--- src/rtl/pwm_duty_pkg.sv ---
package pwm_duty_pkg;
    localparam int DEF_CNT_W  = 16;
    localparam int DEF_OUT_W  = 32;
    localparam int DEF_SCALE  = 220;
    localparam int DEF_OFFSET = 110;

    typedef enum logic [1:0] {
        DIV_IDLE,
        DIV_RUN,
        DIV_POST
    } div_state_e;

    function automatic int quot_width(input int scale, input int cnt_w);
        return cnt_w + $clog2(scale + 1);
    endfunction
endpackage

--- src/rtl/pwm_edge_sync.sv ---
module pwm_edge_sync #(
    parameter int STAGES = 2
) (
    input  logic clk,
    input  logic rst,
    input  logic async_in,
    output logic level,
    output logic rise
);
    logic [STAGES-1:0] chain;
    logic              prev;

    generate
        for (genvar i = 0; i < STAGES; i++) begin : g_stage
            if (i == 0) begin : g_first
                always_ff @(posedge clk) begin
                    if (rst) chain[0] <= 1'b0;
                    else     chain[0] <= async_in;
                end
            end else begin : g_next
                always_ff @(posedge clk) begin
                    if (rst) chain[i] <= 1'b0;
                    else     chain[i] <= chain[i-1];
                end
            end
        end
    endgenerate

    always_ff @(posedge clk) begin
        if (rst) prev <= 1'b0;
        else     prev <= chain[STAGES-1];
    end

    assign level = chain[STAGES-1];
    assign rise  = chain[STAGES-1] & ~prev;
endmodule

--- src/rtl/pwm_period_counter.sv ---
module pwm_period_counter #(
    parameter int CNT_W = pwm_duty_pkg::DEF_CNT_W
) (
    input  logic             clk,
    input  logic             rst,
    input  logic             level,
    input  logic             rise,
    input  logic             hold,
    output logic [CNT_W-1:0] hi_lat,
    output logic [CNT_W-1:0] lo_lat,
    output logic             ovf_lat,
    output logic             done
);
    localparam logic [CNT_W-1:0] CNT_MAX = {CNT_W{1'b1}};

    logic [CNT_W-1:0] hi_run;
    logic [CNT_W-1:0] lo_run;
    logic             ovf_run;
    logic             armed;

    always_ff @(posedge clk) begin
        if (rst) begin
            hi_run  <= '0;
            lo_run  <= '0;
            ovf_run <= 1'b0;
            armed   <= 1'b0;
            hi_lat  <= '0;
            lo_lat  <= '0;
            ovf_lat <= 1'b0;
            done    <= 1'b0;
        end else begin
            done <= 1'b0;
            if (rise) begin
                if (armed && !hold) begin
                    hi_lat  <= hi_run;
                    lo_lat  <= lo_run;
                    ovf_lat <= ovf_run;
                    done    <= 1'b1;
                end
                armed   <= 1'b1;
                hi_run  <= CNT_W'(1);
                lo_run  <= '0;
                ovf_run <= 1'b0;
            end else if (level) begin
                if (hi_run == CNT_MAX) ovf_run <= 1'b1;
                else                   hi_run  <= hi_run + 1'b1;
            end else begin
                if (lo_run == CNT_MAX) ovf_run <= 1'b1;
                else                   lo_run  <= lo_run + 1'b1;
            end
        end
    end

    AST_HI_SATURATES: assert property (@(posedge clk) disable iff (rst)
        (level && !rise && hi_run == CNT_MAX) |=> (hi_run == CNT_MAX && ovf_run));
    AST_LO_SATURATES: assert property (@(posedge clk) disable iff (rst)
        (!level && lo_run == CNT_MAX) |=> (lo_run == CNT_MAX && ovf_run));
    AST_HOLD_LATCH: assert property (@(posedge clk) disable iff (rst)
        hold |=> ($stable(hi_lat) && $stable(lo_lat) && !done));
    AST_FIRST_EDGE_ARMS: assert property (@(posedge clk) disable iff (rst)
        (rise && !armed) |=> !done);
endmodule

--- src/rtl/pwm_duty_divider.sv ---
module pwm_duty_divider #(
    parameter int CNT_W  = pwm_duty_pkg::DEF_CNT_W,
    parameter int OUT_W  = pwm_duty_pkg::DEF_OUT_W,
    parameter int SCALE  = pwm_duty_pkg::DEF_SCALE,
    parameter int OFFSET = pwm_duty_pkg::DEF_OFFSET
) (
    input  logic             clk,
    input  logic             rst,
    input  logic             start,
    input  logic [CNT_W-1:0] hi,
    input  logic [CNT_W-1:0] lo,
    output logic             busy,
    output logic [OUT_W-1:0] duty,
    output logic             valid
);
    import pwm_duty_pkg::*;

    localparam int SUM_W = CNT_W + 1;
    localparam int DIV_W = quot_width(SCALE, CNT_W);
    localparam int STEP_W = $clog2(DIV_W);
    localparam logic signed [OUT_W-1:0] LOW_BOUND  = -OUT_W'(OFFSET);
    localparam logic signed [OUT_W-1:0] HIGH_BOUND = OUT_W'(SCALE - OFFSET);

    div_state_e          state;
    logic [DIV_W-1:0]    dvd;
    logic [SUM_W-1:0]    dsr;
    logic [SUM_W-1:0]    rem;
    logic [STEP_W-1:0]   step;
    logic [SUM_W:0]      trial;
    logic [SUM_W:0]      diff;
    logic                fits;

    always_comb begin
        trial = {rem, dvd[DIV_W-1]};
        diff  = trial - {1'b0, dsr};
        fits  = (trial >= {1'b0, dsr});
    end

    always_ff @(posedge clk) begin
        if (rst) begin
            state <= DIV_IDLE;
            dvd   <= '0;
            dsr   <= '0;
            rem   <= '0;
            step  <= '0;
            duty  <= '0;
            valid <= 1'b0;
        end else begin
            valid <= 1'b0;
            case (state)
                DIV_IDLE: begin
                    if (start) begin
                        dvd   <= DIV_W'(SCALE) * DIV_W'(hi);
                        dsr   <= SUM_W'(hi) + SUM_W'(lo);
                        rem   <= '0;
                        step  <= STEP_W'(DIV_W - 1);
                        state <= DIV_RUN;
                    end
                end
                DIV_RUN: begin
                    if (fits) begin
                        rem <= diff[SUM_W-1:0];
                        dvd <= {dvd[DIV_W-2:0], 1'b1};
                    end else begin
                        rem <= trial[SUM_W-1:0];
                        dvd <= {dvd[DIV_W-2:0], 1'b0};
                    end
                    if (step == '0) state <= DIV_POST;
                    else            step  <= step - 1'b1;
                end
                DIV_POST: begin
                    duty  <= OUT_W'(dvd) - OUT_W'(OFFSET);
                    valid <= 1'b1;
                    state <= DIV_IDLE;
                end
                default: state <= DIV_IDLE;
            endcase
        end
    end

    assign busy = (state != DIV_IDLE);

    AST_VALID_PULSE: assert property (@(posedge clk) disable iff (rst)
        valid |=> !valid);
    AST_DUTY_RANGE: assert property (@(posedge clk) disable iff (rst)
        valid |-> ($signed(duty) >= LOW_BOUND && $signed(duty) <= HIGH_BOUND));
    AST_START_WHEN_IDLE: assert property (@(posedge clk) disable iff (rst)
        start |-> (state == DIV_IDLE));
    AST_DUTY_HOLDS: assert property (@(posedge clk) disable iff (rst)
        !valid |-> $stable(duty));
endmodule

--- src/rtl/pwm_duty_meter.sv ---
module pwm_duty_meter #(
    parameter int CNT_W  = pwm_duty_pkg::DEF_CNT_W,
    parameter int OUT_W  = pwm_duty_pkg::DEF_OUT_W,
    parameter int SCALE  = pwm_duty_pkg::DEF_SCALE,
    parameter int OFFSET = pwm_duty_pkg::DEF_OFFSET
) (
    input  logic             clk,
    input  logic             rst,
    input  logic             pwm_in,
    output logic [CNT_W-1:0] hi_count,
    output logic [CNT_W-1:0] lo_count,
    output logic             ovf,
    output logic [OUT_W-1:0] duty,
    output logic             duty_valid
);
    logic level;
    logic rise;
    logic period_done;
    logic div_busy;
    logic hold;
    logic nonzero;
    logic start;

    pwm_edge_sync #(.STAGES(2)) u_sync (
        .clk      (clk),
        .rst      (rst),
        .async_in (pwm_in),
        .level    (level),
        .rise     (rise)
    );

    assign hold = div_busy | period_done;

    pwm_period_counter #(.CNT_W(CNT_W)) u_count (
        .clk     (clk),
        .rst     (rst),
        .level   (level),
        .rise    (rise),
        .hold    (hold),
        .hi_lat  (hi_count),
        .lo_lat  (lo_count),
        .ovf_lat (ovf),
        .done    (period_done)
    );

    assign nonzero = (hi_count != '0) || (lo_count != '0);
    assign start   = period_done & nonzero;

    pwm_duty_divider #(
        .CNT_W  (CNT_W),
        .OUT_W  (OUT_W),
        .SCALE  (SCALE),
        .OFFSET (OFFSET)
    ) u_div (
        .clk   (clk),
        .rst   (rst),
        .start (start),
        .hi    (hi_count),
        .lo    (lo_count),
        .busy  (div_busy),
        .duty  (duty),
        .valid (duty_valid)
    );

    AST_NO_ZERO_DIV: assert property (@(posedge clk) disable iff (rst)
        period_done |-> nonzero);
    AST_RESULT_AFTER_PERIOD: assert property (@(posedge clk) disable iff (rst)
        period_done |=> div_busy);
endmodule

--- config.mk ---
export PLATFORM = sky130hd
export DESIGN_NAME = pwm_duty_meter
export DESIGN_NICKNAME = d
export VERILOG_FILES = /design/src/rtl/pwm_duty_pkg.sv /design/src/rtl/pwm_edge_sync.sv /design/src/rtl/pwm_period_counter.sv /design/src/rtl/pwm_duty_divider.sv /design/src/rtl/pwm_duty_meter.sv
export SDC_FILE = /design/constraint.sdc
export NUM_CORES = 1
export LEC_CHECK = 0
export BUFFER_PORTS_ARGS = -buffer_cell sky130_fd_sc_hd__buf_2
export CAP_MARGIN = 5
export CELL_PAD_IN_SITES_DETAIL_PLACEMENT = 1
export CELL_PAD_IN_SITES_GLOBAL_PLACEMENT = 2
export CORE_MARGIN = 1
export CORE_UTILIZATION = 40
export DETAILED_ROUTE_END_ITERATION = 6
export GPL_TIMING_DRIVEN = 0
export PLACE_DENSITY_LB_ADDON = 0.15
export SYNTH_ARGS = -nofsm -noshare
export SYNTH_HDL_FRONTEND = slang
export SYNTH_SLANG_ARGS = --single-unit
export TNS_END_PERCENT = 1
--- constraint.sdc ---
create_clock -name clk -period 6.4 [get_ports clk]
set_input_delay 0.64 -clock clk [delete_from_list [all_inputs] [get_ports clk]]
set_output_delay 0.64 -clock clk [all_outputs]
set_load 0.005 [all_outputs]
==> metrics.yaml, run 1 <==
hold_path_class: "in -> reg"
setup_tns_ns: 0
final_common_cell: "dfxtp_1"
rr_worst_depth: 14
drt_iter0_markers: 392
hold_end: "u_sync.chain[0]"
die_w_um: 163
p_leak_nw: 5.07
dp_hpwl_um: 23000
fmax_mhz: 219
ir_worst_vdd_mv: 0.173
cts_hold_buf: 0
groute.usage.overall_pct: 23.3
synth_seq_area_share_pct: 31.5
reg2reg_from: "u_count.hi_lat[8]"
yosysWarnings: 0
syn_to_final_growth_pct: 12.6
drt-total-wl_um: 29600
maxSlewViolCount: 0
synth_nets: 1382
setup_violations: 0
finalHoldViolations: 0
gp_congestion: 0.822
coreArea_sq_mm: 0.0253
rows: 58
drc: 0
hold_slack_ns: 0.407
final_cell_mix: "dfxtp_1, nand2_1, nor2_1"
cp_data_arrival_time_ns: 4.92
dr.pass1.iters: 4
path_clk_slew_ns: 0.08
tightest_slew_ns: 1.27
postCtsSetupRepairBufs: 0
avgRoutedWirePerCell_um: 17.7
min_period_over_period_pct: 71.3
crit_path_end_kind: "register"
reg2reg_slack_ns: 1.84
required_ns: 6.76
die-height_um: 163
crit_start: "u_count.hi_lat[8]"
status: "complete, no violations"
initial_core_util_pct: 40.8
r2r_end: "u_div.dvd[19]"
start_kind: "register"
p_per_area_mw_per_mm2: 177
htreeDepth: 4
hp-start: "pwm_in"
clk-insertion-delay-late_ns: 0.44
slew_headroom_pct: 14.9
postSynth.asyncResetShare_pct: 0
first_global_vias: 8760
vias: 8767
synth_seq_cells: 162
synth-edff-count: 0
overflow: 0
avgSynthCellArea_sq_um: 8.27
maxCapViolCount: 0
antenna_found_initial: 0
die-area_sq_mm: 0.0264
fin_skew_ns: 0.0141
syn_area_sq_mm: 0.0103
cts_max_path_buffers: 2
cp_max_fo: 9
path_cells: "fa_1, fa_1, inv_1, fa_1, inv_1, ha_1, o21a_1, o21a_1, o21ai_0, o22ai_1, a311oi_1, xnor2_1, nand2_1, a21oi_1"
path_common_cell: "fa_1"
synth_cells: 1247
ys_types: 62
cts_resized: 0
via_per_inst: 5.23
cts.sinks: 162
cpMaxStageDelayCell: "dfxtp_1"
period_minus_slack_ns: 4.56
rsz0062_at_grt: "false"
min_path_cells: 2
cts_buffers: 17
critPathKind: "reg -> reg"
io_pins: 69
antenna_cells: 0
ys.flop_type: "dfxtp_1"
finalNetCount: 1469
cts-root-buf: "clkbuf_16"
port_buffers: 68
grt_pass1_wl_um: 47900
worst_path_largest_cell_delay_ns: 0.72
cts_tree: "done"
ant_nets: 0
grt_max_degree: 17
drive_gt1_share_pct: 9.43
-- state kept, by name, indices dropped and copies added (netlist names) --
| register | flops |
|---|---|
| u_sync.level | 1 |
| u_div.step | 5 |
| u_div.dsr | 17 |
| u_sync.prev | 1 |
| u_count.hi_run | 16 |
| u_count.done | 1 |
| u_count.lo_run | 16 |
| u_div.rem | 17 |
| u_count.armed | 1 |
| u_count.lo_lat | 16 |
| u_div.dvd | 24 |
| u_count.hi_lat | 16 |
| u_div.state | 2 |
| u_count.ovf_lat | 1 |
| u_div.duty | 25 |
| u_count.ovf_run | 1 |
| u_sync.chain | 1 |
| u_div.valid | 1 |
-- Yosys cell counts, drive strengths merged, types with 11 or more instances --
master | n | share of area, %
a22oi | 35 | 2.5
a211oi | 17 | 1.2
nand2 | 143 | 5.2
dfxtp | 162 | 31
a21o | 13 | 0.95
xor2 | 36 | 3.1
clkbuf | 45 | 1.8
nor3 | 19 | 0.92
nand3 | 21 | 1.0
nor2 | 131 | 4.8
a31oi | 11 | 0.67
inv | 120 | 4.4
ha | 90 | 11
nand2b | 14 | 0.85
xnor2 | 47 | 4.0
o21ai | 52 | 2.5
fa | 42 | 8.2
a21oi | 119 | 5.8
or3 | 14 | 0.90
-- final cells by class --
type                            count  area, sq um
Fill cell                        3093        13600
Multi-Input combinational cell    909         6330
Sequential cell                   162         3240
Inverter                          120          450
Clock buffer                       17          425
Tap cell                          330          413
Timing Repair Buffer               68          340
Buffer                             56          288
Clock inverter                     15          124
-- critical path: cells and delay by family (launching register included) --
kind,cells,cell delay (ns)
adders and majority gates,4,1.89
and+or+nand+nor,1,0.07
AOI/OAI and AO/OA,6,1.55
xor gates and xnor gates,1,0.16
DFF,1,0.72
buffers and inverters,2,0.10
-- cell families after synthesis --
family          after synthesis  share of synthesized area (%)
fa+ha+maj                   132                           19.1
xor+xnor                     83                           7.05
flops                       162                           31.5
buf+inv                     176                           7.16
mux                           6                          0.595
simple gates                391                           17.1
compound gates              297                           17.6
-- power breakdown --
part           internal [W]  switching, W   total, W
clock              0.000509      0.000489   0.000997
sequential          0.00101    0.00000433    0.00102
combinational    0.00000953     0.0000330  0.0000425
total               0.00153      0.000526    0.00206
-- metal layers --
layer  share of wire (%)  global-route usage [%]  wire length (um)
met1                  49                    31.4             14400
met5                   0                       0                 0
met2                  48                    39.6             14200
met3                 2.4                    3.23               719
met4                0.93                    5.01               277
-- how the worst max path moves through the flow --
stage,slack (ns),end,cells after the start
finish,1.84,u_div.dvd[19],14
global route,1.59,u_div.dvd[19],14
detailed placement,1.85,u_div.dvd[19],14
CTS,1.81,u_div.dvd[19],14
global placement,1.87,u_div.dvd[19],14
floorplan,2.44,u_div.dvd[19],14
-- per-stage QoR --
step | setup WS [ns] | power, W | util, % | cell area, sq um | instances
finish | 1.84 | 0.00206 | 46.0 | 11600 | 1677
global route | 1.59 | 0.00212 | 46.0 | 11600 | 1677
CTS | 1.81 | 0.00207 | 46.0 | 11600 | 1677
detailed placement | 1.85 | 0.00108 | 43.8 | 11100 | 1645
global placement | 1.87 | 0.00108 | 43.8 | 11100 | 1645
floorplan | 2.44 | 0.00106 | - | 10300 | 1247
Power figures use the tool's default switching activity.
==> run 2: changes to the inputs <==
--- a/config.mk
+++ b/config.mk
@@ -10,7 +10,7 @@
 export CELL_PAD_IN_SITES_DETAIL_PLACEMENT = 1
 export CELL_PAD_IN_SITES_GLOBAL_PLACEMENT = 2
 export CORE_MARGIN = 1
-export CORE_UTILIZATION = 40
+export CORE_UTILIZATION = 34
 export DETAILED_ROUTE_END_ITERATION = 6
 export GPL_TIMING_DRIVEN = 0
 export PLACE_DENSITY_LB_ADDON = 0.15
==> constraint.sdc (replaced) <==
create_clock -name clk -period 4.1 [get_ports clk]
set_input_delay 0.41 -clock clk [delete_from_list [all_inputs] [get_ports clk]]
set_output_delay 0.41 -clock clk [all_outputs]
set_load 0.005 [all_outputs]
==> metrics.yaml, run 2 (same netlist as run 1, synthesis figures left out) <==
grt_max_degree: 18  # +1
port_buffers: 68  # unchanged
path_cells: "fa_1, fa_1, inv_1, fa_1, inv_1, ha_1, o21a_1, o21a_1, o21ai_2, o22ai_2, a311oi_2, xnor2_1, nand2_1, a21oi_1"
required_ns: 4.46  # -2.30 ns
met3WireLength_um: 701  # -2.5%
period_minus_slack_ns: 3.93  # -0.633 ns
p_leak_nw: 5.11  # +0.81%
maxCapViolCount: 0  # unchanged
cts.sinks: 162  # unchanged
ant_nets: 0  # unchanged
intPower_w: 0.00252  # +65%
final_cell_mix: "dfxtp_1, nand2_1, nor2_1"
ir_worst_vdd_mv: 0.228  # +32%
highest_layer: "met4"
cp_max_fo: 9  # unchanged
cpMaxStageDelayCell: "fa_1"
pwr-share-clk_pct: 50.7  # +2.2 points
avgRoutedWirePerCell_um: 17.4  # -1.8%
layoutNonFillerInstCount: 1737  # +3.6%
groute.usage.overall_pct: 20.2  # -3.1 points
wl_met2_um: 13700  # -3.7%
gp_congestion: 0.828  # +0.67%
htreeDepth: 4  # unchanged
utilization_pct: 39.8  # -6.2 points
grt_pass1_wl_um: 48700  # +1.8%
worst_path_largest_cell_delay_ns: 0.53  # -0.19 ns
sw_frac_of_total_pct: 24.6  # -1.0 points
tightest_slew_ns: 1.23  # -0.0361 ns
dr.pass1.iters: 4  # unchanged
post_dp_cell_area_sq_mm: 0.0111  # +0.68%
drive_gt1_share_pct: 10.9  # +1.5 points
vias: 8694  # -0.83%
initial_core_util_pct: 34.7  # -6.1 points
via_per_inst: 5.01  # -4.3%
cts_max_path_buffers: 2  # unchanged
p_per_area_mw_per_mm2: 282  # +59%
cts_hold_buf: 0  # unchanged
hold_path_class: "in -> reg"
final_cell_area_sq_mm: 0.0118  # +1.9%
first_global_vias: 8917  # +1.8%
cts_buffers: 17  # unchanged
min_period_over_period_pct: 95.9  # +25 points
fmax_mhz: 254  # +16%
dp_hpwl_um: 23800  # +3.3%
path_clk_slew_ns: 0.07  # about the same
setup_violations: 0  # unchanged
coreArea_sq_mm: 0.0297  # +18%
cp_data_arrival_time_ns: 4.29  # -0.63 ns
rows: 63  # +8.6%
combPwrFrac_pct: 2.0  # about the same
die-area_sq_mm: 0.0310  # +17%
regMostFlops: "u_div.duty"
clk-insertion-delay-late_ns: 0.44  # about the same
overflow: 0  # unchanged
drc: 0  # unchanged
power_w: 0.00334  # +62%
start_kind: "register"
die-height_um: 176  # +8.4%
die_w_um: 176  # +8.4%
slew_headroom_pct: 17.4  # +2.4 points
reg_top3: "u_div.duty: 25 flops, u_div.dvd: 24 flops"
status: "complete, no violations"
finalNetCount: 1469  # unchanged
sequentialPowerShare_pct: 47.3  # -2.1 points
cts-root-buf: "clkbuf_16"
path_buf_inv: 2  # unchanged
critPathKind: "reg -> reg"
antenna_found_initial: 0  # unchanged
path_common_cell: "fa_1"
cts_tree: "done"
largest_register_ffs: 25  # unchanged
syn_to_final_growth_pct: 14.8
finalHoldViolations: 0  # unchanged
rsz0062_at_grt: "true"
antenna_cells: 0  # unchanged
crit_family: "adder cells"
drt_iter0_markers: 346  # -12%
hold_slack_ns: 0.209  # -0.198 ns
fin_skew_ns: 0.0147  # +0.000598 ns
crit_path_end_kind: "register"
final_common_cell: "dfxtp_1"
drt-total-wl_um: 30100  # +1.7%
dpl.cell_count: 1705  # +3.6%
wl_met1_um: 15200  # +5.7%
io_pins: 69  # unchanged
maxSlewViolCount: 0  # unchanged
switching_power_w: 0.000820  # +56%
-- run 2: final timing paths --
path	start	end	slack, ns	cells after the start
max	u_count.hi_lat[7]	u_div.dvd[19]	0.17	14
min	pwm_in	u_sync.chain[0]	0.21	2
max reg2reg	u_count.hi_lat[7]	u_div.dvd[19]	0.17	14
min reg2reg	u_sync.chain[0]	u_sync.level	0.44	1
-- run 2: area by class of cell --
class,instances,area [sq um]
fill,3607,17900
multi-input combinational,909,6350
sequential,162,3300
tap,390,488
inverter,120,454
clock buffer,17,425
timing repair buffer,69,348
buffer,55,284
clock inverter,15,191
-- run 2: stage by stage --
step / worst slack (ns) / setup TNS [ns]
after floorplan: 0.143 / 0
after global placement: -0.468 / -1.98
after detailed placement: -0.468 / -1.99
after CTS: 0.0249 / 0
after global routing: -0.0281 / -0.0281
final: 0.170 / 0
-- run 2: timing repair --
item,CTS,global route
endpoints found under the setup margin,9,7
gates resized for setup,21,13
setup buffers,0,1
-- run 2: power groups by stage --
| stage | logic, W | clock network [W] | registers, W |
|---|---|---|---|
| 3_3_place_gp | 0.0000680 | 0 | 0.00162 |
| 2_1_floorplan | 0.0000406 | 0 | 0.00162 |
| 4_1_cts | 0.0000683 | 0.00174 | 0.00158 |
| 3_5_place_dp | 0.0000682 | 0 | 0.00162 |
| 6_report | 0.0000668 | 0.00169 | 0.00158 |
| 5_1_grt | 0.0000736 | 0.00181 | 0.00158 |
-- run 2: per-layer routing --
metal | global-route usage (%) | vias to the layer above
met5 | 0 | -
met1 | 28.0 | 4145
li1 | - | 4407
met2 | 32.6 | 118
met4 | 5.94 | 0
met3 | 2.91 | 24
==> run 3: changes to the inputs <==
--- a/config.mk
+++ b/config.mk
@@ -16,5 +16,6 @@
 export PLACE_DENSITY_LB_ADDON = 0.15
 export SYNTH_ARGS = -nofsm -noshare
 export SYNTH_HDL_FRONTEND = slang
+export SYNTH_HIERARCHICAL = 1
 export SYNTH_SLANG_ARGS = --single-unit
 export TNS_END_PERCENT = 1
==> metrics.yaml, run 3 <==
ys_types: 73  # +18%
hp-start: "pwm_in"
final_cell_area_sq_mm: 0.0122  # +3.3%
hold_path_class: "in -> reg"
maxCapViolCount: 0  # unchanged
synth_mux_area_share_pct: 1.12  # +0.53 points
gp_congestion: 0.814  # -1.7%
cpMaxStageDelayCell: "fa_1"
port_buffers: 68  # unchanged
p_per_area_mw_per_mm2: 276  # -2.2%
synthAdderAreaFrac_pct: 17.5  # -1.6 points
setup_violations: 0  # unchanged
initial_core_util_pct: 34.8  # +0.068 points
regMostFlops: "u_div/duty"
final_common_cell: "nand2_1"
cts.sinks: 162  # unchanged
drive_gt1_share_pct: 10.9  # -0.039 points
avgRoutedWirePerCell_um: 17.7  # +2.1%
via_per_inst: 5.21  # +4.2%
timing.final.ws_setup_ns: 0.207  # +0.0365 ns
reg_top3: "u_div/duty: 25 flops, u_div/dvd: 24 flops"
post_dp_cell_area_sq_mm: 0.0115  # +3.5%
place_ws_ns: -0.245  # +0.223 ns
first_global_vias: 9590  # +7.5%
coreArea_sq_mm: 0.0307  # +3.5%
crit_path_end_kind: "register"
finalHoldViolations: 0  # unchanged
grt_pass1_wl_um: 51900  # +6.5%
synth_top_area_cell: "dfxtp_1"
pwr-share-clk_pct: 51.3  # +0.6 points
finalNetCount: 1521  # +3.5%
path_cells: "fa_1, fa_1, inv_1, fa_1, inv_1, ha_1, o21ai_0, o211ai_1, a41oi_2, nor2b_2, o41ai_2, xnor2_1, o22ai_1"
ys.flop_type: "dfxtp_1"
synth_xor_area_share_pct: 4.26  # -2.8 points
die-height_um: 179  # +1.8%
intPower_w: 0.00262  # +4.2%
synth_seq_cells: 162  # unchanged
synth.area.top_cells: "dfxtp_1, ha_1, fa_1"
maxSlewViolCount: 0  # unchanged
p_leak_nw: 5.11  # about the same
rr_worst_depth: 13  # -1
clk-insertion-delay-late_ns: 0.44  # about the same
hold_end: "u_sync/chain[0]"
start_kind: "register"
path_common_cell: "fa_1"
ant_nets: 0  # unchanged
r2r_end: "u_div/dvd[22]"
avgSynthCellArea_sq_um: 8.18  # -1.1%
io_pins: 69  # unchanged
synth_compound_area_share_pct: 20.0  # +2.5 points
switching_power_w: 0.000750  # -8.5%
reg2reg_from: "u_count/hi_lat[5]"
slew_headroom_pct: 21.9  # +4.5 points
sequentialPowerShare_pct: 46.8  # -0.5 points
synth-edff-count: 0  # unchanged
overflow: 0  # unchanged
final_cell_mix: "nand2_1, dfxtp_1, a21oi_1"
combPwrFrac_pct: 1.9  # about the same
drt_iter0_markers: 331  # -4.3%
syn_area_sq_mm: 0.0107  # +3.7%
fin_skew_ns: 0.0108  # -0.00395 ns
synth_top_family_by_area: "simple AND/OR/NAND/NOR gates"
cp_data_arrival_time_ns: 4.19  # -0.10 ns
required_ns: 4.39  # -0.07 ns
postSynth.asyncResetShare_pct: 0  # unchanged
cts_tree: "done"
layoutNonFillerInstCount: 1803  # +3.8%
tightest_slew_ns: 1.16  # -0.0677 ns
yosysWarnings: 6  # +6
die-area_sq_mm: 0.0322  # +3.6%
sw_frac_of_total_pct: 22.2  # -2.3 points
die_w_um: 179  # +1.8%
min_period_over_period_pct: 95.0  # -0.89 points
synth_seq_area_share_pct: 30.3  # -1.1 points
dp_hpwl_um: 24900  # +4.9%
path_clk_slew_ns: 0.07  # about the same
grt_max_degree: 17  # -1
min_path_cells: 2  # unchanged
hold_slack_ns: 0.184  # -0.0254 ns
htreeDepth: 4  # unchanged
postCtsSetupRepairBufs: 0  # unchanged
synth_common_cells: "nand2_1, dfxtp_1, a21oi_1, inv_1, nor2_1"
cp_max_fo: 9  # unchanged
synth_cells: 1307  # +4.8%
violations: "DRC"
fmax_mhz: 257  # +0.94%
ir_worst_vdd_mv: 0.290  # +27%
antenna_found_initial: 0  # unchanged
drt-total-wl_um: 32000  # +6.0%
cts_buffers: 17  # unchanged
rsz0062_at_grt: "true"
cts-root-buf: "clkbuf_16"
status: "complete, but fails checks"
critPathKind: "reg -> reg"
worst_path_largest_cell_delay_ns: 0.53  # about the same
dr.pass1.iters: 7  # +3
syn_to_final_growth_pct: 14.4
largest_register_ffs: 25  # unchanged
cts_max_path_buffers: 2  # unchanged
synthSimpleGateAreaFrac_pct: 20.1  # +3.0 points
drc: 14  # +14
period_minus_slack_ns: 3.89  # -0.0365 ns
yosysMostFrequentCell: "nand2_1"
synth_top_area_share_pct: 30.3  # -1.1 points
rows: 64  # +1.6%
synth_nets: 1434  # +3.8%
dpl.cell_count: 1771  # +3.9%
reg2reg_slack_ns: 0.21  # +0.04 ns
groute.usage.overall_pct: 20.7  # +0.46 points
antenna_cells: 0  # unchanged
vias: 9402  # +8.1%
## run 3: what timing repair did
action                                  CTS  global route
hold buffers                              0             0
pin swaps                                 0             0
endpoints found under the setup margin    7             7
gates cloned                              0             0
resized for setup                        16            17
## run 3: cell type report
cell class / instances / area (sq um)
inverters: 113 / 424
well taps: 396 / 495
plain buffers: 64 / 287
repair buffers: 68 / 340
flip-flops and latches: 162 / 3290
multi-input cells: 968 / 6770
fillers: 3712 / 18500
clock inverters: 12 / 180
clock buffers: 20 / 447
## run 3: how the worst max path moves through the flow
stage	cells after the start	slack, ns	start	end
4_1_cts	13	-0.01	u_count/hi_lat[10]	u_div/dvd[23]
3_3_place_gp	13	-0.26	u_count/hi_lat[8]	u_div/dvd[22]
3_5_place_dp	13	-0.24	u_count/hi_lat[8]	u_div/dvd[22]
6_report	13	0.21	u_count/hi_lat[5]	u_div/dvd[22]
2_1_floorplan	13	0.35	u_count/hi_lat[9]	u_div/dvd[22]
5_1_grt	13	-0.02	u_count/hi_lat[5]	u_div/dvd[22]
## run 3: worst max-delay path, delay by kind of cell, from the launching register on
kind | cells | cell delay, ns
simple gates | 1 | 0.21
compound gates | 5 | 0.99
fa+ha+maj | 4 | 1.82
xor+xnor | 1 | 0.17
flops | 1 | 0.46
buf+inv | 2 | 0.10
## run 3: power groups by stage
stage          registers [W]  clock network [W]  logic (W)
2_1_floorplan        0.00162                  0  0.0000384
3_3_place_gp         0.00162                  0  0.0000649
3_5_place_dp         0.00162                  0  0.0000655
4_1_cts              0.00158            0.00178  0.0000658
5_1_grt              0.00158            0.00184  0.0000701
6_report             0.00158            0.00173  0.0000639
## run 3: cell families after synthesis
logic type	after synthesis
xor gates and xnor gates	52
and+or+nand+nor	436
AOI/OAI and AO/OA	344
DFF	162
adders and majority gates	124
muxes	12
buffers and inverters	177
## run 3: layer usage
metal	global-route usage [%]	routed length (um)	vias up
met4	5.22	393	0
met1	27.9	15900	4496
li1	-	-	4787
met5	0	0	-
met3	3.07	785	22
met2	34.4	14800	97
## run 3: metrics by stage
stage / util (%) / TNS (ns) / power (W)
global route: 39.8 / -0.0264 / 0.00349
global placement: 37.5 / -1.08 / 0.00169
CTS: 39.6 / -0.0105 / 0.00343
detailed placement: 37.5 / -1.06 / 0.00169
floorplan: - / 0 / 0.00166
finish: 39.8 / 0 / 0.00337
